**src/rtl/fmirq_pkg.sv**
```systemverilog
package fmirq_pkg;

   localparam int unsigned SRC_N   = 8;
   localparam int unsigned REG_W   = 32;
   localparam int unsigned FIELD_W = 2 * SRC_N;
   localparam int unsigned ZERO_W  = REG_W - FIELD_W;

   typedef enum logic [1:0] {
      SEL_NONE  = 2'd0,
      SEL_CTRL  = 2'd1,
      SEL_COUNT = 2'd2,
      SEL_MATCH = 2'd3
   } reg_sel_e;

   // control-word bit positions of source k
   function automatic int unsigned en_pos(input int unsigned k);
      return REG_W - 1 - 2 * k;
   endfunction

   function automatic int unsigned pend_pos(input int unsigned k);
      return REG_W - 2 - 2 * k;
   endfunction

endpackage

```
**src/rtl/fmirq_frame_cnt.sv**
```systemverilog
module fmirq_frame_cnt #(
   parameter int unsigned CNT_W = 32
) (
   input  logic             clk,
   input  logic             rst_n,
   input  logic             stb_i,
   input  logic             clr_i,
   input  logic             match_we_i,
   input  logic [CNT_W-1:0] match_wd_i,
   output logic [CNT_W-1:0] cnt_o,
   output logic [CNT_W-1:0] match_o,
   output logic             hit_o
);

   logic [CNT_W-1:0] cnt_q;
   logic [CNT_W-1:0] cnt_d;
   logic [CNT_W-1:0] match_q;

   generate
      if (CNT_W < 1 || CNT_W > 32) begin : g_bad_width
         $error("fmirq_frame_cnt: CNT_W must lie in 1..32");
      end
   endgenerate

   // clear beats strobe; natural wrap on overflow
   always_comb begin
      if (clr_i)
         cnt_d = '0;
      else if (stb_i)
         cnt_d = cnt_q + 1'b1;
      else
         cnt_d = cnt_q;
   end

   // fire only on a change into the target value
   assign hit_o = (cnt_d != cnt_q) && (cnt_d == match_q);

   always_ff @(posedge clk or negedge rst_n) begin
      if (!rst_n)
         cnt_q <= '0;
      else
         cnt_q <= cnt_d;
   end

   always_ff @(posedge clk or negedge rst_n) begin
      if (!rst_n)
         match_q <= '0;
      else if (match_we_i)
         match_q <= match_wd_i;
   end

   assign cnt_o   = cnt_q;
   assign match_o = match_q;

endmodule

```
**src/rtl/fmirq_src_cell.sv**
```systemverilog
module fmirq_src_cell (
   input  logic clk,
   input  logic rst_n,
   input  logic evt_i,
   input  logic wr_i,
   input  logic en_wd_i,
   input  logic clr_wd_i,
   output logic en_o,
   output logic pend_o
);

   logic en_q;
   logic pend_q;

   always_ff @(posedge clk or negedge rst_n) begin
      if (!rst_n)
         en_q <= 1'b0;
      else if (wr_i)
         en_q <= en_wd_i;
   end

   // event wins over a same-cycle write-one clear
   always_ff @(posedge clk or negedge rst_n) begin
      if (!rst_n)
         pend_q <= 1'b0;
      else if (evt_i)
         pend_q <= 1'b1;
      else if (wr_i && clr_wd_i)
         pend_q <= 1'b0;
   end

   assign en_o   = en_q;
   assign pend_o = pend_q;

endmodule

```
**src/rtl/fmirq_regif.sv**
```systemverilog
module fmirq_regif
   import fmirq_pkg::*;
#(
   parameter int unsigned          ADDR_W    = 8,
   parameter int unsigned          CNT_W     = 32,
   parameter logic [ADDR_W-1:0]    CTRL_OFF  = 'h00,
   parameter logic [ADDR_W-1:0]    COUNT_OFF = 'h40,
   parameter logic [ADDR_W-1:0]    MATCH_OFF = 'h50
) (
   input  logic [ADDR_W-1:0]  addr_i,
   input  logic               wen_i,
   input  logic [FIELD_W-1:0] ctrl_field_i,
   input  logic [CNT_W-1:0]   cnt_i,
   input  logic [CNT_W-1:0]   match_i,
   output logic               ctrl_we_o,
   output logic               count_we_o,
   output logic               match_we_o,
   output logic [REG_W-1:0]   rdata_o
);

   reg_sel_e sel;

   generate
      if (CTRL_OFF == COUNT_OFF || CTRL_OFF == MATCH_OFF || COUNT_OFF == MATCH_OFF) begin : g_bad_map
         $error("fmirq_regif: register offsets must differ");
      end
   endgenerate

   always_comb begin
      if (addr_i == CTRL_OFF)
         sel = SEL_CTRL;
      else if (addr_i == COUNT_OFF)
         sel = SEL_COUNT;
      else if (addr_i == MATCH_OFF)
         sel = SEL_MATCH;
      else
         sel = SEL_NONE;
   end

   assign ctrl_we_o  = wen_i && (sel == SEL_CTRL);
   assign count_we_o = wen_i && (sel == SEL_COUNT);
   assign match_we_o = wen_i && (sel == SEL_MATCH);

   logic [REG_W-1:0] cnt_ext;
   logic [REG_W-1:0] match_ext;

   generate
      if (CNT_W < REG_W) begin : g_pad
         assign cnt_ext   = {{(REG_W - CNT_W){1'b0}}, cnt_i};
         assign match_ext = {{(REG_W - CNT_W){1'b0}}, match_i};
      end else begin : g_full
         assign cnt_ext   = cnt_i;
         assign match_ext = match_i;
      end
   endgenerate

   always_comb begin
      unique case (sel)
         SEL_CTRL:  rdata_o = {ctrl_field_i, {ZERO_W{1'b0}}};
         SEL_COUNT: rdata_o = cnt_ext;
         SEL_MATCH: rdata_o = match_ext;
         default:   rdata_o = '0;
      endcase
   end

endmodule

```
**src/rtl/fmirq_ctrl.sv**
```systemverilog
module fmirq_ctrl
   import fmirq_pkg::*;
#(
   parameter int unsigned       ADDR_W    = 8,
   parameter int unsigned       CNT_W     = 32,
   parameter logic [ADDR_W-1:0] CTRL_OFF  = 'h00,
   parameter logic [ADDR_W-1:0] COUNT_OFF = 'h40,
   parameter logic [ADDR_W-1:0] MATCH_OFF = 'h50
) (
   input  logic              clk,
   input  logic              rst_n,
   input  logic              frame_stb_i,
   input  logic [6:0]        evt_i,
   input  logic [ADDR_W-1:0] reg_addr_i,
   input  logic              reg_wen_i,
   input  logic [31:0]       reg_wdata_i,
   output logic [31:0]       reg_rdata_o,
   output logic              irq_o
);

   localparam int unsigned EXT_N = SRC_N - 1;

   generate
      if (REG_W != 32 || ZERO_W != 16) begin : g_bad_pack
         $error("fmirq_ctrl: source field must fill the upper half-word");
      end
      if (CNT_W > REG_W) begin : g_bad_cnt
         $error("fmirq_ctrl: counter wider than the register");
      end
   endgenerate

   logic               ctrl_we;
   logic               count_we;
   logic               match_we;
   logic               frame_hit;
   logic [CNT_W-1:0]   cnt_q;
   logic [CNT_W-1:0]   match_q;
   logic [SRC_N-1:0]   src_evt;
   logic [SRC_N-1:0]   en_q;
   logic [SRC_N-1:0]   pend_q;
   logic [FIELD_W-1:0] ctrl_field;

   fmirq_frame_cnt #(
      .CNT_W (CNT_W)
   ) u_cnt (
      .clk        (clk),
      .rst_n      (rst_n),
      .stb_i      (frame_stb_i),
      .clr_i      (count_we),
      .match_we_i (match_we),
      .match_wd_i (reg_wdata_i[CNT_W-1:0]),
      .cnt_o      (cnt_q),
      .match_o    (match_q),
      .hit_o      (frame_hit)
   );

   assign src_evt = {evt_i[EXT_N-1:0], frame_hit};

   for (genvar k = 0; k < SRC_N; k++) begin : g_src
      localparam int unsigned EN_B = en_pos(k);
      localparam int unsigned PD_B = pend_pos(k);

      fmirq_src_cell u_cell (
         .clk      (clk),
         .rst_n    (rst_n),
         .evt_i    (src_evt[k]),
         .wr_i     (ctrl_we),
         .en_wd_i  (reg_wdata_i[EN_B]),
         .clr_wd_i (reg_wdata_i[PD_B]),
         .en_o     (en_q[k]),
         .pend_o   (pend_q[k])
      );

      assign ctrl_field[EN_B - ZERO_W] = en_q[k];
      assign ctrl_field[PD_B - ZERO_W] = pend_q[k];
   end

   fmirq_regif #(
      .ADDR_W    (ADDR_W),
      .CNT_W     (CNT_W),
      .CTRL_OFF  (CTRL_OFF),
      .COUNT_OFF (COUNT_OFF),
      .MATCH_OFF (MATCH_OFF)
   ) u_regif (
      .addr_i       (reg_addr_i),
      .wen_i        (reg_wen_i),
      .ctrl_field_i (ctrl_field),
      .cnt_i        (cnt_q),
      .match_i      (match_q),
      .ctrl_we_o    (ctrl_we),
      .count_we_o   (count_we),
      .match_we_o   (match_we),
      .rdata_o      (reg_rdata_o)
   );

   assign irq_o = |(en_q & pend_q);

endmodule

```
**config.mk**
```make
export PLATFORM = sky130hd
export DESIGN_NAME = fmirq_ctrl
export DESIGN_NICKNAME = d
export VERILOG_FILES = /design/src/rtl/fmirq_pkg.sv /design/src/rtl/fmirq_frame_cnt.sv /design/src/rtl/fmirq_src_cell.sv /design/src/rtl/fmirq_regif.sv /design/src/rtl/fmirq_ctrl.sv
export SDC_FILE = /design/constraint.sdc
export NUM_CORES = 1
export LEC_CHECK = 0
export BUFFER_PORTS_ARGS = -buffer_cell sky130_fd_sc_hd__buf_2
export CORE_AREA = 2 2 94 118
export CTS_BUF_LIST = sky130_fd_sc_hd__clkbuf_16
export DETAILED_ROUTE_END_ITERATION = 8
export DIE_AREA = 0 0 96 120
export GPL_TIMING_DRIVEN = 0
export PLACE_DENSITY = 0.74
export SLEW_MARGIN = 0
export SYNTH_ARGS = -nofsm -noshare
export SYNTH_HDL_FRONTEND = slang
export SYNTH_SLANG_ARGS = --single-unit
```
**constraint.sdc**
```tcl
create_clock -name clk -period 2.7 [get_ports clk]
set_input_delay 0 -clock clk [delete_from_list [all_inputs] [get_ports clk]]
set_output_delay 0 -clock clk [all_outputs]
set_load 0.02 [all_outputs]
```
; After elaboration in Yosys (flattened, before gate mapping)
; Cells that the tools add are included.
[totals]
latchBits = 0
word_cells = 71
out_inout_bits = 33
mem_bits_ro = 0
ramBits = 0
mem_count = 0
regBits = 80
[op_classes]
reduce_logical = 22
n_div = 0
magnitude_cmp = 0
mux = 22
addsub = 1
n_eq_ne = 7
shift = 0
bitwise_logic = 1
mul = 0
[ops]
columns = operator, n
row1 = one-hot mux 32 bit (3 select lines), 1
row2 = two-way mux 32 bit, 2
row3 = "adder 32 x 1 -> 32 bit, second input constant", 1
row4 = == test 32 bit, 1
row5 = inequality test 32 bit, 1
row6 = "== test 8 x 7 -> 1 bit, second input constant", 2
row7 = two-way mux 1 bit, 16
row8 = nonzero test 2 bit, 8
row9 = logical AND 1 bit, 12
row10 = AND 8 bit, 1
row11 = zero test 8 bit, 1
row12 = OR reduction 8 bit, 1
row13 = two-way mux 2 bit, 3
row14 = "== test 2 bit, second input constant", 2
row15 = "== test 2 x 1 -> 1 bit, second input constant", 1

; Logic depth before layout (Yosys ltp)
[logic_depth]
word_depth = 10
ltp_mapped = 12
mapped_depth_nobuf = 10

; By module
; A second synthesis with hierarchy kept.
[unflattened]
hier_cells = 473
area_unflattened_um2 = 4879.7
[modules_own_cells]
columns = mod, cells_each, area_each_um2, instances
row1 = fmirq_frame_cnt, 312, 3389.5, 1
row2 = fmirq_regif, 116, 843.3, 1
row3 = fmirq_src_cell, 5, 76.3, 8
row4 = fmirq_ctrl, 5, 36.3, 1

; Least setup slack after synthesis
; Ideal clock, no wire load.
[synth_path]
path_kind = reg-to-reg
startpoint = register u_cnt.cnt_q[0] (netlist: u_cnt.cnt_o[0])
endpoint = register g_src[0].u_cell.pend_q
period_less_slack_ps = 2541
slack_ps = 159
arrival_time_ps = 2476
stages_incl_launch_ff = 12
setup_ps = 66
cell_sequence = dfrtp_1 > ha_1 > and4_1 > buf_6 > nand3_4 > nor2_1 > a311o_1 > a221o_1 > nor4_2 > o2111ai_1 > nor4_1 > a31o_1
[synth_via]
elab_chain_cells = 6
[synth_rtl]
columns = element, line
row1 = start: declaration, fmirq_frame_cnt.sv:15  ; logic [CNT_W-1:0] cnt_q;
row2 = start signal: assignment, fmirq_frame_cnt.sv:42  ; cnt_q <= cnt_d;
row3 = adder 32 x 1 -> 32 bit, fmirq_frame_cnt.sv:30  ; cnt_d = cnt_q + 1'b1;
row4 = two-way mux 32 bit, fmirq_frame_cnt.sv:29  ; else if (stb_i)
row5 = two-way mux 32 bit, fmirq_frame_cnt.sv:27  ; if (clr_i)
row6 = inequality test 32 bit / == test 32 bit (equally long branches), fmirq_frame_cnt.sv:36  ; assign hit_o = (cnt_d != cnt_q) && (cnt_d == match_q);
row7 = logical AND 1 bit *, fmirq_frame_cnt.sv:36
row8 = two-way mux 1 bit / nonzero test 2 bit (equally long branches), n/a
row9 = end signal: assignment, fmirq_src_cell.sv:25  ; pend_q <= 1'b0;
row10 = end signal: assignment, fmirq_src_cell.sv:27  ; pend_q <= 1'b1;
row11 = end signal: assignment, fmirq_src_cell.sv:29  ; pend_q <= 1'b0;
row12 = end: declaration, fmirq_src_cell.sv:13  ; logic pend_q;
; Mark *: on every way between the ends. The rest lies on a longest branch, timed or not.
; A chain may end at the register's enable or synchronous reset.

; Worst setup path after layout
[layout_path]
startpoint = register u_cnt.cnt_q[1] (netlist: u_cnt.cnt_o[1])
endpoint = register g_src[0].u_cell.pend_q
; The elaborated chain is that of the path after synthesis.

==> results.cfg <==
[sta]
tightest_slew_ns = 0.754
finClkSkew_ns = 0.00723
period_needed_ns = 2.72
drv_slew = 0
rsz0062_at_grt = true
finalWorstSetupSlack_ns = -0.0181
setup-violations-final = 1
finalHoldViolCount = 0
maxSlewHeadroom_pct = 49.7
post-route-period-util_pct = 101
fmax_mhz = 368
setup-tns-final_ns = -0.0181

[synthesis]
netlist-cell-type-count = 58
synth_edf_count = 0
synthArstFlopShare_pct = 100
synth_area_sq_mm = 0.00508
ys_warn_count = 0
yosys.area.top_type = dfrtp_1
syn_avg_cell_area_sq_um = 9.31
ys_top_cells_by_area = dfrtp_1 (39%), mux2_2 (8.9%), nor2_1 (5.9%), xnor2_1 (4.3%), mux2i_1 (3.5%)
ys_seq_elements = 80
synthCells = 546
synth_top_area_share_pct = 39.4
yosysSeqAreaShare_pct = 39.4
synth-main-ff-cell = dfrtp_1
syn-num-nets = 598

[route]
vias = 5065
drc_errors = 0
viasPerCell = 6.05
ant_nets = 0
wl_mm = 17.9
drtIter0Drc = 350
firstDrtPassIters = 5
wl_per_cell_um = 21.4

[layout]
area_growth_pct = 33.6
nets = 752
multiInputGateArea_sq_mm = 0.00307
design_area_sq_mm = 0.00679
drive_gt1_share_pct = 30.2
num-fill-cells = 893
final-seq-area_sq_mm = 0.00201
antennaDiodeCount = 0
stdcell_count = 837

[outcome]
status = finished with violations
failed_checks = setup timing

[global_routing]
use_met3_pct = 5.59
grt_pass1_vias = 5061
top_usage_layer = met2
grt_max_degree = 57
antenna_found_initial = 0
track_usage_pct = 32.0
grt_pass1_wl_mm = 27.6
grt_util_met2_pct = 52.6
grt-ovfl-total = 0
grt_util_met1_pct = 39.2

[critical_path]
critPathMaxFanout = 5
cp.arrival_ns = 3.00
r2r_cells = 10
r2r_slack_ns = -0.02
reg2reg_from = u_cnt.cnt_o[1]
crit_start = u_cnt.cnt_o[1]
r2r-end = g_src[0].u_cell.pend_o
start_kind = register
end_kind = register
critPathRequiredTime_ns = 2.98
critPathKind = reg2reg

[placement]
dpl_cell_area_sq_mm = 0.00568
dpl.cell_count = 760
routabilityCongestion = 0.962
port_buffers = 81
place_hpwl_mm = 13.0

[die]
die_h_um = 120
fp-row-count = 42
initial_core_util_pct = 48.6
die_x_um = 96
die_area_sq_mm = 0.0115
core-area_sq_mm = 0.0105
num_io_pins = 84

[hold_path]
worst_hold_path.endpoint = u_cnt.cnt_o[1]
holdCritPathClass = in2reg
holdPathStages = 3
hp-start = frame_stb_i

[clock_tree]
cts_buffers = 9
clk_pin_slew_ns = 0.07
clk_root_buffer_cell = clkbuf_16
clock-sinks = 80
clock_latency_ns = 0.34
cts.htree.levels = 3
cts_tree = built
clock_path_buffers = 2

[pwr]
p_per_area_mw_per_mm2 = 537
total_power_w = 0.00365
leakage_nw = 3.11
vdd_drop_max_mv = 0.278

[flow_run]
max_cap_viol_count = 0
where the power goes:
| group | leakage [nW] | internal (W) | total (W) | switching, W |
|---|---|---|---|---|
| clock network | 0.144 | 0.000717 | 0.00125 | 0.000531 |
| registers | 1.05 | 0.00128 | 0.00137 | 0.0000833 |
| logic | 1.91 | 0.000467 | 0.00103 | 0.000563 |
state kept, by name (all words and copies together) (netlist names):
register / count
g_src.u_cell.en_o: 8
u_cnt.cnt_o: 32
u_cnt.match_o: 32
g_src.u_cell.pend_o: 8
synthesized netlist by cell type, types with 3 or more instances:
| cell | count |
|---|---|
| dfrtp_1 | 80 |
| nor2_1 | 80 |
| mux2_2 | 40 |
| a21oi_1 | 30 |
| nand2_1 | 27 |
| xnor2_1 | 25 |
| nand3_1 | 21 |
| mux2i_1 | 18 |
| nand4_1 | 18 |
| a22o_1 | 17 |
| xor2_1 | 17 |
| nor4_1 | 16 |
| buf_2 | 13 |
| nor3_1 | 13 |
| o21ai_0 | 13 |
| clkbuf_1 | 12 |
| and3_1 | 10 |
| a21o_1 | 7 |
| and4_1 | 7 |
| a22oi_1 | 6 |
| buf_1 | 6 |
| buf_4 | 5 |
| inv_1 | 5 |
| nand2b_1 | 5 |
| nor2b_1 | 5 |
| o22ai_1 | 5 |
| a31oi_1 | 3 |
| and2_1 | 3 |
| buf_6 | 3 |
| nor4_2 | 3 |
layout make-up:
cell class | count | share of cell area [%]
multi-input cells | 422 | 45.2
repair buffers | 144 | 15.0
well taps | 132 | 2.43
clock buffers | 9 | 3.32
clock inverters | 7 | 1.01
plain buffers | 38 | 3.22
flip-flops and latches | 80 | 29.6
inverters | 5 | 0.276
worst max-delay path by stage:
stage | end | cells after the start
after floorplan | g_src[0].u_cell.pend_o | 11
after global placement | g_src[0].u_cell.pend_o | 10
after detailed placement | g_src[0].u_cell.pend_o | 10
after CTS | g_src[0].u_cell.pend_o | 10
after global routing | g_src[0].u_cell.pend_o | 11
final | g_src[0].u_cell.pend_o | 10
cells by family after synthesis:
| kind of cell | Yosys count | synth area share, % |
|---|---|---|
| buffers and inverters | 44 | 4.38 |
| muxes | 58 | 12.4 |
| xor gates and xnor gates | 42 | 7.24 |
| adders and majority gates | 1 | 0.246 |
| AOI/OAI and AO/OA | 96 | 12.6 |
| DFF | 80 | 39.4 |
| and+or+nand+nor | 225 | 23.8 |
placed cells by master (no fill, tap or decap), types with 8 or more instances in the layout:
cell type      count
clkbuf_1          11
nor2_1            78
xor2_1            16
nand2_1           27
xnor2_1           25
a21oi_1           30
mux2i_1           18
nand3_1           18
a22o_1            17
mux2_2            40
dfrtp_1           74
buf_2             87
dlygate4sd3_1     47
nand4_1           18
and3_1             8
buf_4             25
o21ai_0           12
nor3_1            11
clkbuf_16          9
nor4_1            12
through the flow:
step | setup slack [ns] | hold WS, ns | util, %
3_5_place_dp | -0.347 | -0.0517 | 54.3
4_1_cts | 0.00114 | 0.0391 | 63.4
3_3_place_gp | -0.362 | 0.178 | 54.1
6_report | -0.0181 | 0.0472 | 64.9
5_1_grt | -0.0902 | 0.0591 | 64.9
2_1_floorplan | 0.159 | -0.296 | -
per-layer routing:
| metal | part of all wire (%) | vias up | routed length (um) |
|---|---|---|---|
| met5 | 0 | - | 0 |
| met4 | 5.7 | 0 | 1020 |
| met3 | 5.0 | 78 | 901 |
| met2 | 49 | 204 | 8830 |
| met1 | 40 | 2490 | 7140 |
| li1 | - | 2293 | - |
repair_timing:
item                                    in CTS  in global routing
hold buffers                                47                  0
endpoints found under the setup margin       1                  5
buffers inserted                             7                  8
pin swaps                                    9                 10
hold endpoints to repair                   127                  0
gates resized for setup                     27                 22
critical path, cell delays in order (launching register included):
cell	delay (ns)
dfrtp_2	0.42
ha_4	0.18
nand4_4	0.15
nor3_4	0.26
a31oi_2	0.15
a311o_1	0.29
a221o_1	0.30
nor4_4	0.23
o2111ai_2	0.19
nor4_2	0.31
a31o_1	0.18
(Power assumes the default switching activity.)
